--- config.mk ---
export PLATFORM = sky130hd
export DESIGN_NAME = keypad_scan_filter
export DESIGN_NICKNAME = d
export VERILOG_FILES = /design/src/rtl/keypad_scan_pkg.sv /design/src/rtl/keypad_row_scan.sv /design/src/rtl/keypad_key_lookup.sv /design/src/rtl/keypad_debounce.sv /design/src/rtl/keypad_scan_filter.sv
export SDC_FILE = /design/constraint.sdc
export NUM_CORES = 1
export LEC_CHECK = 0
export ABC_AREA = 0
export BUFFER_PORTS_ARGS = -buffer_cell sky130_fd_sc_hd__buf_2
export CAP_MARGIN = 0
export CORE_MARGIN = 3
export CORE_UTILIZATION = 50
export DETAILED_ROUTE_END_ITERATION = 16
export GPL_TIMING_DRIVEN = 0
export HOLD_SLACK_MARGIN = 0.08
export PLACE_DENSITY = 0.64
export SYNTH_ARGS = -nofsm -noshare
export SYNTH_HDL_FRONTEND = slang
export SYNTH_HIERARCHICAL = 1
export SYNTH_SLANG_ARGS = --single-unit
--- constraint.sdc ---
create_clock -name clk -period 4.8 [get_ports clk]
set_input_delay 0.24 -clock clk [delete_from_list [all_inputs] [get_ports clk]]
set_output_delay 0.24 -clock clk [all_outputs]
set_load 0.02 [all_outputs]
--- src/rtl/keypad_scan_pkg.sv ---
// Shared defaults for the keypad scanner: matrix size, debounce window,
// and the derived key-number width (one extra bit carries the no-key code).
package keypad_scan_pkg;
    localparam int KP_ROWS    = 4;
    localparam int KP_COLS    = 4;
    localparam int KP_SAMPLES = 8;

    // Width of a key number plus room for the all-ones no-key value.
    function automatic int kp_key_width(input int rows, input int cols);
        return $clog2(rows * cols) + 1;
    endfunction
endpackage

--- src/rtl/keypad_row_scan.sv ---
// Row scanner: a counter stepped by scan_tick selects which row line is
// driven low. Counter value 1 selects row 0, value 0 selects the last row.
// Assumes ROWS is a power of two and at least 2.
module keypad_row_scan
    import keypad_scan_pkg::*;
#(
    parameter int ROWS = KP_ROWS,
    localparam int CNT_W = $clog2(ROWS)
) (
    input  logic             clk,
    input  logic             rst_n,
    input  logic             scan_tick,
    output logic [ROWS-1:0]  row_drive,
    output logic [CNT_W-1:0] row_sel
);
    logic [CNT_W-1:0] cnt_q;

    // Purpose: advance the scan position once per enable, wrapping at ROWS-1.
    always_ff @(posedge clk) begin
        if (!rst_n)
            cnt_q <= '0;
        else if (scan_tick)
            cnt_q <= (cnt_q == CNT_W'(ROWS - 1)) ? '0 : cnt_q + CNT_W'(1);
    end

    // Purpose: map the counter to a row index and a single-low row pattern.
    always_comb begin
        row_sel   = (cnt_q == '0) ? CNT_W'(ROWS - 1) : cnt_q - CNT_W'(1);
        row_drive = ~(ROWS'(1) << row_sel);
    end
endmodule

--- src/rtl/keypad_key_lookup.sv ---
// Per-row column store and key decode. Each row keeps the column pattern
// captured during its own scan slot; the decode picks the lowest row with
// exactly one low column and returns row*COLS + column, else all ones.
// Assumes col_sense is already synchronous to clk.
module keypad_key_lookup
    import keypad_scan_pkg::*;
#(
    parameter int ROWS  = KP_ROWS,
    parameter int COLS  = KP_COLS,
    parameter int KEY_W = kp_key_width(KP_ROWS, KP_COLS),
    localparam int CNT_W = $clog2(ROWS)
) (
    input  logic             clk,
    input  logic             rst_n,
    input  logic             scan_tick,
    input  logic [CNT_W-1:0] row_sel,
    input  logic [COLS-1:0]  col_sense,
    output logic [KEY_W-1:0] frame_key
);
    logic [COLS-1:0] sense_q [ROWS];

    for (genvar r = 0; r < ROWS; r++) begin : g_row_store
        // Purpose: capture this row's columns at the end of its scan slot.
        always_ff @(posedge clk) begin
            if (!rst_n)
                sense_q[r] <= '1;
            else if (scan_tick && row_sel == CNT_W'(r))
                sense_q[r] <= col_sense;
        end
    end

    // Purpose: turn the stored matrix image into one key number, lowest row first.
    always_comb begin
        frame_key = '1;
        for (int r = ROWS - 1; r >= 0; r--) begin
            if ($countones(~sense_q[r]) == 1) begin
                for (int c = 0; c < COLS; c++) begin
                    if (!sense_q[r][c])
                        frame_key = KEY_W'(r * COLS + c);
                end
            end
        end
    end
endmodule

--- src/rtl/keypad_debounce.sv ---
// Sample-window filter: on each sample_tick the current key number enters a
// SAMPLES-deep history. When every entry agrees, that number is accepted.
// A strobe fires once when a key is accepted after an accepted no-key value.
module keypad_debounce
    import keypad_scan_pkg::*;
#(
    parameter int KEY_W   = kp_key_width(KP_ROWS, KP_COLS),
    parameter int SAMPLES = KP_SAMPLES
) (
    input  logic             clk,
    input  logic             rst_n,
    input  logic             sample_tick,
    input  logic [KEY_W-1:0] frame_key,
    output logic [KEY_W-1:0] key_value,
    output logic             key_valid
);
    localparam logic [KEY_W-1:0] NO_KEY = '1;

    logic [KEY_W-1:0]   hist_q [SAMPLES];
    logic [SAMPLES-1:0] same;
    logic               all_eq;
    logic               armed_q;
    logic               fire;

    // Purpose: shift the newest key number into the history on each sample.
    always_ff @(posedge clk) begin
        if (!rst_n) begin
            for (int i = 0; i < SAMPLES; i++) hist_q[i] <= NO_KEY;
        end else if (sample_tick) begin
            hist_q[0] <= frame_key;
            for (int i = 1; i < SAMPLES; i++) hist_q[i] <= hist_q[i-1];
        end
    end

    for (genvar g = 0; g < SAMPLES; g++) begin : g_cmp
        assign same[g] = (hist_q[g] == hist_q[0]);
    end

    assign all_eq = &same;
    assign fire   = all_eq && (hist_q[0] != NO_KEY) && armed_q;

    // Purpose: accept an agreed value, and arm/disarm the press strobe.
    always_ff @(posedge clk) begin
        if (!rst_n) begin
            key_value <= NO_KEY;
            armed_q   <= 1'b1;
            key_valid <= 1'b0;
        end else begin
            key_valid <= fire;
            if (all_eq)
                key_value <= hist_q[0];
            if (all_eq && hist_q[0] == NO_KEY)
                armed_q <= 1'b1;
            else if (fire)
                armed_q <= 1'b0;
        end
    end
endmodule

--- src/rtl/keypad_scan_filter.sv ---
// Top of the keypad scanner: row scan, per-row column store with decode,
// and the sample-window debounce. Both enables come from outside dividers.
module keypad_scan_filter
    import keypad_scan_pkg::*;
#(
    parameter int ROWS    = KP_ROWS,
    parameter int COLS    = KP_COLS,
    parameter int SAMPLES = KP_SAMPLES,
    localparam int KEY_W  = kp_key_width(ROWS, COLS),
    localparam int CNT_W  = $clog2(ROWS)
) (
    input  logic             clk,
    input  logic             rst_n,
    input  logic             scan_tick,
    input  logic             sample_tick,
    input  logic [COLS-1:0]  col_sense,
    output logic [ROWS-1:0]  row_drive,
    output logic [KEY_W-1:0] key_value,
    output logic             key_valid
);
    logic [CNT_W-1:0] row_sel;
    logic [KEY_W-1:0] frame_key;

    keypad_row_scan #(.ROWS(ROWS)) u_scan (
        .clk       (clk),
        .rst_n     (rst_n),
        .scan_tick (scan_tick),
        .row_drive (row_drive),
        .row_sel   (row_sel)
    );

    keypad_key_lookup #(.ROWS(ROWS), .COLS(COLS), .KEY_W(KEY_W)) u_lookup (
        .clk       (clk),
        .rst_n     (rst_n),
        .scan_tick (scan_tick),
        .row_sel   (row_sel),
        .col_sense (col_sense),
        .frame_key (frame_key)
    );

    keypad_debounce #(.KEY_W(KEY_W), .SAMPLES(SAMPLES)) u_filter (
        .clk         (clk),
        .rst_n       (rst_n),
        .sample_tick (sample_tick),
        .frame_key   (frame_key),
        .key_value   (key_value),
        .key_valid   (key_valid)
    );
endmodule

# Word-level counts from Yosys, hierarchy flattened
# Memories as Yosys holds them, arrays and structs flattened.
# Index checks and enable logic that the tools add are counted.
# classes
bitwise	18
add_sub_neg	14
n_shift	1
reduce_logical	11
mux	50
n_eq_ne	17
# ops
op	count
$mux W5	28
$add A32 B32 Y32	4
$eq A32 B2 Y1 const B	4
$eq A5 B5 Y1	7
$not A4 Y4	5
$add A1 B1 Y2	8
$mux W1	16
$mux W4	4
$or A1 B1 Y1	12
$logic_and A1 B1 Y1	7
$reduce_and A7 Y1	1
$eq A2 B2 Y1 const B	3
$eq A5 B5 Y1 const B	1
$ne A5 B5 Y1 const B	1
$logic_not A2 Y1	2
$mux W2	2
$shl A1 B2 Y4 const A	1
$add A2 B1 Y2 const B	1
$eq A2 B1 Y1 const B	1
$reduce_or A2 Y1	1
$sub A2 B1 Y2 const B	1
$not A1 Y1	1
# totals
out_inout_bits	10
inputBits	8
memories	2
wordCells	117
ram_bits	56
ff_bits	9
# mem_list
memory	depth	word_bits	read_ports	rd_clocked_by_memory_dff	wr	line_no	text
u_filter.hist_q	8	5	8	0	8	keypad_debounce.sv:19	logic [KEY_W-1:0] hist_q [SAMPLES];
u_lookup.sense_q	4	4	4	0	4	keypad_key_lookup.sv:20	logic [COLS-1:0] sense_q [ROWS];

# Longest topological paths before layout
# Gate-level depths: netlist of the first run.
# An unclocked memory read counts as a cell.
# logic_depth
word_depth	22
mapped_depth	10
mapped_depth_nobuf	10

# Cells and area by module
# Netlist of the first run, hierarchy kept.
# by_module_without_submodules
module	instances	seq_area_each_um2	area_per_inst_um2	cells_per_inst
keypad_debounce	1	1341.3	2024.4	145
keypad_key_lookup	1	480.5	1192.4	116
keypad_row_scan	1	40.0	190.2	21

# Worst setup path before layout of the first run
# Ideal clock, no wire load.
# synth_path
kind	register to register
from	memory u_lookup/sense_q[1][0] in the netlist's numbering
to	memory u_filter/hist_q[0][1] in the netlist's numbering (data pin)
period_less_slack_ns	2.888
path_slack_ns	1.912
path_stages_with_launch	11
t_arrival_ns	2.626
required_time_ns	4.538
setup_time_ns	0.262
path_buffers	0
path_cell_list	edfxtp_1 fa_1 inv_1 ha_1 ha_1 nor3b_4 nand2_1 a22o_1 a22o_1 a22o_1 or2_2
# synth_rtl
element	line_no
start: declaration	keypad_key_lookup.sv:20
end: declaration	keypad_debounce.sv:19

==> flow_metrics.py, run 1 <==
metrics = {
    "outcome": {
        "outcome": "finished, final reports clean",
    },
    "synth": {
        "syn_nets": 312,
        "synth_edf_count": 56,
        "synth-seq-area-share_pct": 54.6,
        "synth_seq_cells": 65,
        "netlist_top_cells_area": "edfxtp_1, or2_2, ha_1",
        "synthArstFlopShare_pct": 0,
        "yosysWarnings": 6,
        "netlist_area_um2": 3410,
        "syn_area_per_cell_um2": 12.1,
        "synth_area_leader_cell": "edfxtp_1",
        "yosysMostFrequentCell": "edfxtp_1",
        "netlist.area_leader.share_pct": 49.4,
        "synth_cells": 282,
        "synth.distinct_cells": 44,
        "synth_common_cells": "edfxtp_1, or2_2, nand2_1",
        "synth_flop_cell": "edfxtp_1",
    },
    "sta": {
        "post-route-period-util_pct": 63.7,
        "setup_violations": 0,
        "finalMaxSlewViolations": 0,
        "tightestPinTransition_ns": 0.622,
        "fin_skew_ns": 0.0120,
        "period_needed_ns": 3.06,
        "tns_ns": 0,
        "rsz0062_at_grt": "false",
        "max_freq_mhz": 327,
        "relSlewSlack_pct": 58.4,
        "hold_violations": 0,
        "setup_ws_ns": 1.74,
    },
    "cells_and_area": {
        "seq_area_um2": 1860,
        "multi_input_area_um2": 1450,
        "design_area_um2": 3800,
        "num_antenna_cells": 0,
        "final_layout_size_suffix_gt1_share_pct": 27.5,
        "fin_nets": 341,
        "fill_cells": 543,
        "area_delta_synth_final_pct": 11.5,
    },
    "cts": {
        "cts_buffers": 9,
        "clkTransAtPathRegs_ns": 0.07,
        "insertion_delay_ns": 0.33,
        "tritoncts": "yes",
        "cts_root_buf": "clkbuf_8",
        "h-tree-depth": 3,
        "ctsLongestPathBuffers": 2,
        "post_cts.repair.setup_buffers": 0,
        "post_cts_resized": 0,
        "hold_buffers": 0,
        "cts_num_sinks": 65,
    },
    "setup_path": {
        "rrSetupSlack_ns": 1.74,
        "cp_max_fo": 6,
        "rr_endpoint": "u_filter/hist_q[0][1]$_SDFFCE_PN1P_",
        "cp-end-kind": "flop",
        "crit_type": "reg2reg",
        "start_kind": "flop",
        "r2r_cells": 10,
        "cp.arrival_ns": 3.14,
        "worstReg2RegStart": "u_lookup/sense_q[1][0]$_SDFFCE_PN1P_",
        "cp.required_ns": 4.88,
    },
    "min_path": {
        "worstHoldPathCells": 2,
        "hold_path_class": "in2reg",
        "min_to": "u_lookup/sense_q[1][7]$_SDFFCE_PN1P_",
        "hp-start": "col_sense[3]",
    },
    "placed_design": {
        "hpwl_um": 4480,
        "place_ws_ns": 1.73,
        "dpl_cell_area_um2": 3610,
        "portBuffers": 17,
        "place_congestion": 0.835,
    },
    "power": {
        "vdd_ir_drop_max_mv": 0.193,
        "p_per_area_nw_per_um2": 306,
        "leakage_nw": 1.42,
    },
    "detailed_routing": {
        "vias_per_cell": 5.55,
        "drc": 0,
        "ant_nets": 0,
        "drt_iter0_markers": 134,
        "vias": 2183,
        "wl_per_cell_um": 15.5,
        "dr.pass1.iters": 4,
        "wirelength_um": 6080,
    },
    "grt": {
        "grt.total_usage_pct": 17.3,
        "grt_antenna_before_repair": 0,
        "grt_pass1_vias": 2222,
        "grt_max_degree": 31,
        "overflow": 0,
        "grt_pass1_wl_um": 10100,
    },
    "floorplan": {
        "initial_core_util_pct": 52.8,
        "dieArea_um2": 7840,
        "rows": 29,
        "die_x_um": 88.5,
        "coreArea_um2": 6460,
        "die_h_um": 88.5,
        "io_pins": 18,
    },
    "job": {
        "maxCapViolations": 0,
    },
}
-- sequential cells by signal (all words and copies together), names as in the netlist --
register and count:
u_filter/armed_q 1, u_filter/hist_q 40, u_filter/key_valid 1, u_filter/key_value 5, u_lookup/sense_q 16, u_scan/cnt_q 2
-- placed cells by master, fill, tap and decap left out, types with 3 or more instances in the layout --
| cell | instances |
|---|---|
| a211o_1 | 4 |
| a22o_1 | 4 |
| buf_2 | 17 |
| clkbuf_1 | 5 |
| clkbuf_8 | 9 |
| clkinv_2 | 3 |
| dfxtp_1 | 9 |
| edfxtp_1 | 56 |
| fa_1 | 4 |
| ha_1 | 18 |
| inv_1 | 21 |
| mux2i_1 | 4 |
| nand2_1 | 22 |
| nand2b_1 | 18 |
| nand3_1 | 6 |
| nand4_1 | 10 |
| nor2_1 | 3 |
| nor2b_1 | 3 |
| o21ai_0 | 5 |
| o31a_1 | 5 |
| or2_2 | 42 |
| or4_1 | 6 |
-- through the flow --
stage               power [W]  cells  util (%)  hold slack, ns
finish                0.00116    393      58.8           0.225
global route          0.00121    393      58.8           0.228
CTS                   0.00118    393      58.8           0.214
detailed placement   0.000751    377      55.9           0.484
global placement     0.000748    376      55.6           0.477
floorplan            0.000717    282         -           0.358
-- per-layer routing --
layer / wire [um] / vias up / GRT usage (%)
li1: - / 1083 / -
met1: 2840 / 1043 / 23.2
met2: 2880 / 46 / 27.2
met3: 230 / 11 / 3.17
met4: 125 / 0 / 8.38
met5: 0 / - / 0
-- report_power, final --
group	internal [W]	switching [W]	leakage, nW
Sequential	0.000622	0.00000896	0.486
Clock	0.000219	0.000208	0.102
Combinational	0.0000424	0.0000633	0.833
-- kinds of logic after synthesis --
family,synth area share [%]
simple gates,23.8
flops,54.6
compound gates,8.04
buf+inv,2.86
fa+ha+maj,8.96
mux,1.18
xor+xnor,0.514
-- worst max path at each step --
stage / from / endpoint / cells after the start
after floorplan: u_lookup/sense_q[1][0]$_SDFFCE_PN1P_ / u_filter/hist_q[0][1]$_SDFFCE_PN1P_ / 10
after global placement: u_lookup/sense_q[1][0]$_SDFFCE_PN1P_ / u_filter/hist_q[0][1]$_SDFFCE_PN1P_ / 10
after detailed placement: u_lookup/sense_q[1][0]$_SDFFCE_PN1P_ / u_filter/hist_q[0][1]$_SDFFCE_PN1P_ / 10
after CTS: u_lookup/sense_q[1][0]$_SDFFCE_PN1P_ / u_filter/hist_q[0][1]$_SDFFCE_PN1P_ / 10
after global routing: u_lookup/sense_q[1][0]$_SDFFCE_PN1P_ / u_filter/hist_q[0][1]$_SDFFCE_PN1P_ / 10
final: u_lookup/sense_q[1][0]$_SDFFCE_PN1P_ / u_filter/hist_q[0][1]$_SDFFCE_PN1P_ / 10
-- worst max-delay path: stages, from the launching register on --
cell and delay, ns:
edfxtp_1 0.46, fa_1 0.55, inv_1 0.04, ha_1 0.17, ha_1 0.30, nor3b_4 0.31
nand2_1 0.12, a22o_1 0.20, a22o_1 0.18, a22o_1 0.19, or2_2 0.28
-- final cells by class --
cell class / instances / area share (%)
multi-input combinational: 191 / 38.2
tap: 77 / 2.54
clock inverter: 6 / 1.02
sequential: 65 / 49.0
timing repair buffer: 18 / 2.77
clock buffer: 10 / 3.92
buffer: 5 / 0.494
inverter: 21 / 2.08
Power figures use the tool's default switching activity.
==> run 2, diff against run 1 <==
Settings changed: PLACE_DENSITY 0.64 to 0.67.
Clock period 4.8 ns to 2.4 ns, I/O delays scaled along.
==> run 2 against run 1 <==
  * The run now ends with setup timing left
  * Via count grew 5.6%
  * Critical path type unchanged
  * Highest routed layer unchanged
  * Largest power group unchanged
  * Clock-buffer cell count increased by 1
  * Critical endpoint unchanged
  * Cell count grew 6.4%
  * Wire length is 5.7% higher
  * Final area grew 8.7%
  * Core utilization up 5.1 points
==> flow_metrics.py, run 2 (synthesized netlist as in run 1, its figures left out) <==
metrics = {
    "outcome": {
        "outcome": "complete, but fails checks",
        "violations": "setup timing",
    },
    "job": {
        "maxCapViolations": 0,
    },
    "setup_path": {
        "crit_start": "u_lookup/sense_q[1][5]$_SDFFCE_PN1P_",
        "r2r_cells": 10,
        "rr_endpoint": "u_filter/hist_q[0][1]$_SDFFCE_PN1P_",
        "cp_slowest_cell": "fa_1",
        "cp_max_fo": 2,
        "start_kind": "flop",
        "crit_top_cell": "a22o_1",
        "path_cells": "fa_1 -> inv_1 -> ha_2 -> ha_4 -> nor3b_4 -> nand4b_1 -> a22o_1 -> a22o_1 -> a22o_1 -> or2_4",
        "cpPeakStageDelay_ns": 0.55,
        "cp.depth": 10,
        "cp-end-kind": "flop",
        "crit_path_end": "u_filter/hist_q[0][1]$_SDFFCE_PN1P_",
        "cp.required_ns": 2.49,
        "rrSetupSlack_ns": -0.33,
        "cp.arrival_ns": 2.82,
        "crit_type": "reg2reg",
        "worstReg2RegStart": "u_lookup/sense_q[1][5]$_SDFFCE_PN1P_",
        "path_buf_inv": 1,
        "cpLargestDelayFamily": "adder cells",
    },
    "floorplan": {
        "initial_core_util_pct": 52.8,
        "coreArea_um2": 6460,
        "dieArea_um2": 7840,
        "die_h_um": 88.5,
        "die_x_um": 88.5,
        "rows": 29,
        "io_pins": 18,
    },
    "cells_and_area": {
        "seq_area_um2": 1860,
        "final_layout_size_suffix_gt1_share_pct": 37.5,
        "reg_top3": "u_filter/hist_q (40), u_lookup/sense_q (16), u_filter/key_value (5)",
        "fill_cells": 528,
        "area_delta_synth_final_pct": 21.2,
        "regMostFlops": "u_filter/hist_q",
        "mostFrequentLayoutCells": "edfxtp_1, or2_2, buf_4, nand2_1, inv_1",
        "num_antenna_cells": 0,
        "multi_input_area_um2": 1590,
        "fin_nets": 366,
        "largest_register_ffs": 40,
        "fin_util_pct": 63.9,
        "final_common_cell": "edfxtp_1",
    },
    "detailed_routing": {
        "ant_nets": 0,
        "drc": 0,
        "vias_per_cell": 5.52,
        "wl_per_cell_um": 15.4,
        "vias": 2306,
        "dr.pass1.iters": 4,
        "wirelength_um": 6420,
        "drt_iter0_markers": 77,
    },
    "placed_design": {
        "portBuffers": 17,
        "place_ws_ns": -0.477,
        "hpwl_um": 4270,
        "place_congestion": 0.857,
    },
    "grt": {
        "grt_pass1_vias": 2280,
        "grt_max_degree": 26,
        "grt.total_usage_pct": 18.3,
        "grt_pass1_wl_um": 10700,
        "grt_antenna_before_repair": 0,
        "overflow": 0,
    },
    "sta": {
        "relSlewSlack_pct": 61.4,
        "finalMaxSlewViolations": 0,
        "post-route-period-util_pct": 114,
        "setup_ws_ns": -0.332,
        "period_needed_ns": 2.73,
        "rsz0062_at_grt": "true",
        "setup_violations": 7,
        "max_freq_mhz": 366,
        "tightestPinTransition_ns": 0.573,
        "holdWs_ns": 0.100,
        "fin_skew_ns": 0.00757,
        "hold_violations": 0,
    },
    "min_path": {
        "hold_path_class": "in2reg",
    },
    "cts": {
        "cts_num_sinks": 65,
        "cts_root_buf": "clkbuf_8",
        "ctsLongestPathBuffers": 2,
        "insertion_delay_ns": 0.34,
        "cts_buffers": 9,
        "tritoncts": "yes",
        "hold_buffers": 0,
        "h-tree-depth": 3,
        "clkTransAtPathRegs_ns": 0.07,
    },
    "power": {
        "p_per_area_nw_per_um2": 569,
        "leakage_nw": 1.51,
        "vdd_ir_drop_max_mv": 0.275,
    },
}
[run 2: cell count changes in the layout (fill, tap and decap cells not counted), moves of 3 or more]
cell / previous run / this run
buf_4: 0 / 24
ha_1: 18 / 10
ha_2: 0 / 3
ha_4: 0 / 5
or2_2: 42 / 37
or2_4: 0 / 5
[run 2: final cells by class]
class                      count  area share [%]
tap                           77            2.33
buffer                         5           0.455
inverter                      21            1.91
timing repair buffer          43            7.36
clock buffer                  11            3.67
multi-input combinational    191            38.5
sequential                    65            45.1
clock inverter                 5           0.727
[run 2: metal layers]
| layer | wire length (um) | vias up | track usage [%] |
|---|---|---|---|
| met5 | 0 | - | 0 |
| met4 | 96 | 0 | 8.65 |
| met3 | 226 | 7 | 3.07 |
| met2 | 3300 | 45 | 32.2 |
| met1 | 2800 | 1120 | 21.7 |
| li1 | - | 1134 | - |
[run 2: what timing repair did]
action	4_1_cts	5_1_grt
resized for setup	7	10
pin swaps	32	18
buffers inserted	18	8
setup endpoints to repair	12	12
[run 2: power breakdown]
part | leakage (nW) | switching, W | internal (W)
Sequential | 0.486 | 0.0000147 | 0.00124
Clock | 0.0911 | 0.000418 | 0.000425
Combinational | 0.932 | 0.000138 | 0.000109
Total | 1.51 | 0.000571 | 0.00178
[run 2: worst min path at each step]
stage	start	to	depth (start not counted)
after floorplan	rst_n	u_scan/cnt_q[0]$_SDFFE_PN0P_	1
after global placement	col_sense[1]	u_lookup/sense_q[1][1]$_SDFFCE_PN1P_	2
after detailed placement	col_sense[0]	u_lookup/sense_q[0][4]$_SDFFCE_PN1P_	2
after CTS	col_sense[0]	u_lookup/sense_q[0][4]$_SDFFCE_PN1P_	2
after global routing	col_sense[3]	u_lookup/sense_q[1][7]$_SDFFCE_PN1P_	2
final	col_sense[0]	u_lookup/sense_q[1][0]$_SDFFCE_PN1P_	2
[run 2: per-stage QoR]
stage	cells	total power, W	instance area [um2]	TNS, ns
after global routing	418	0.00245	4130	-1.65
after floorplan	282	0.00144	3480	-0.576
after CTS	411	0.00237	4030	-0.959
after detailed placement	377	0.00151	3690	-2.48
final	418	0.00235	4130	-0.855
after global placement	376	0.00149	3660	-11.62
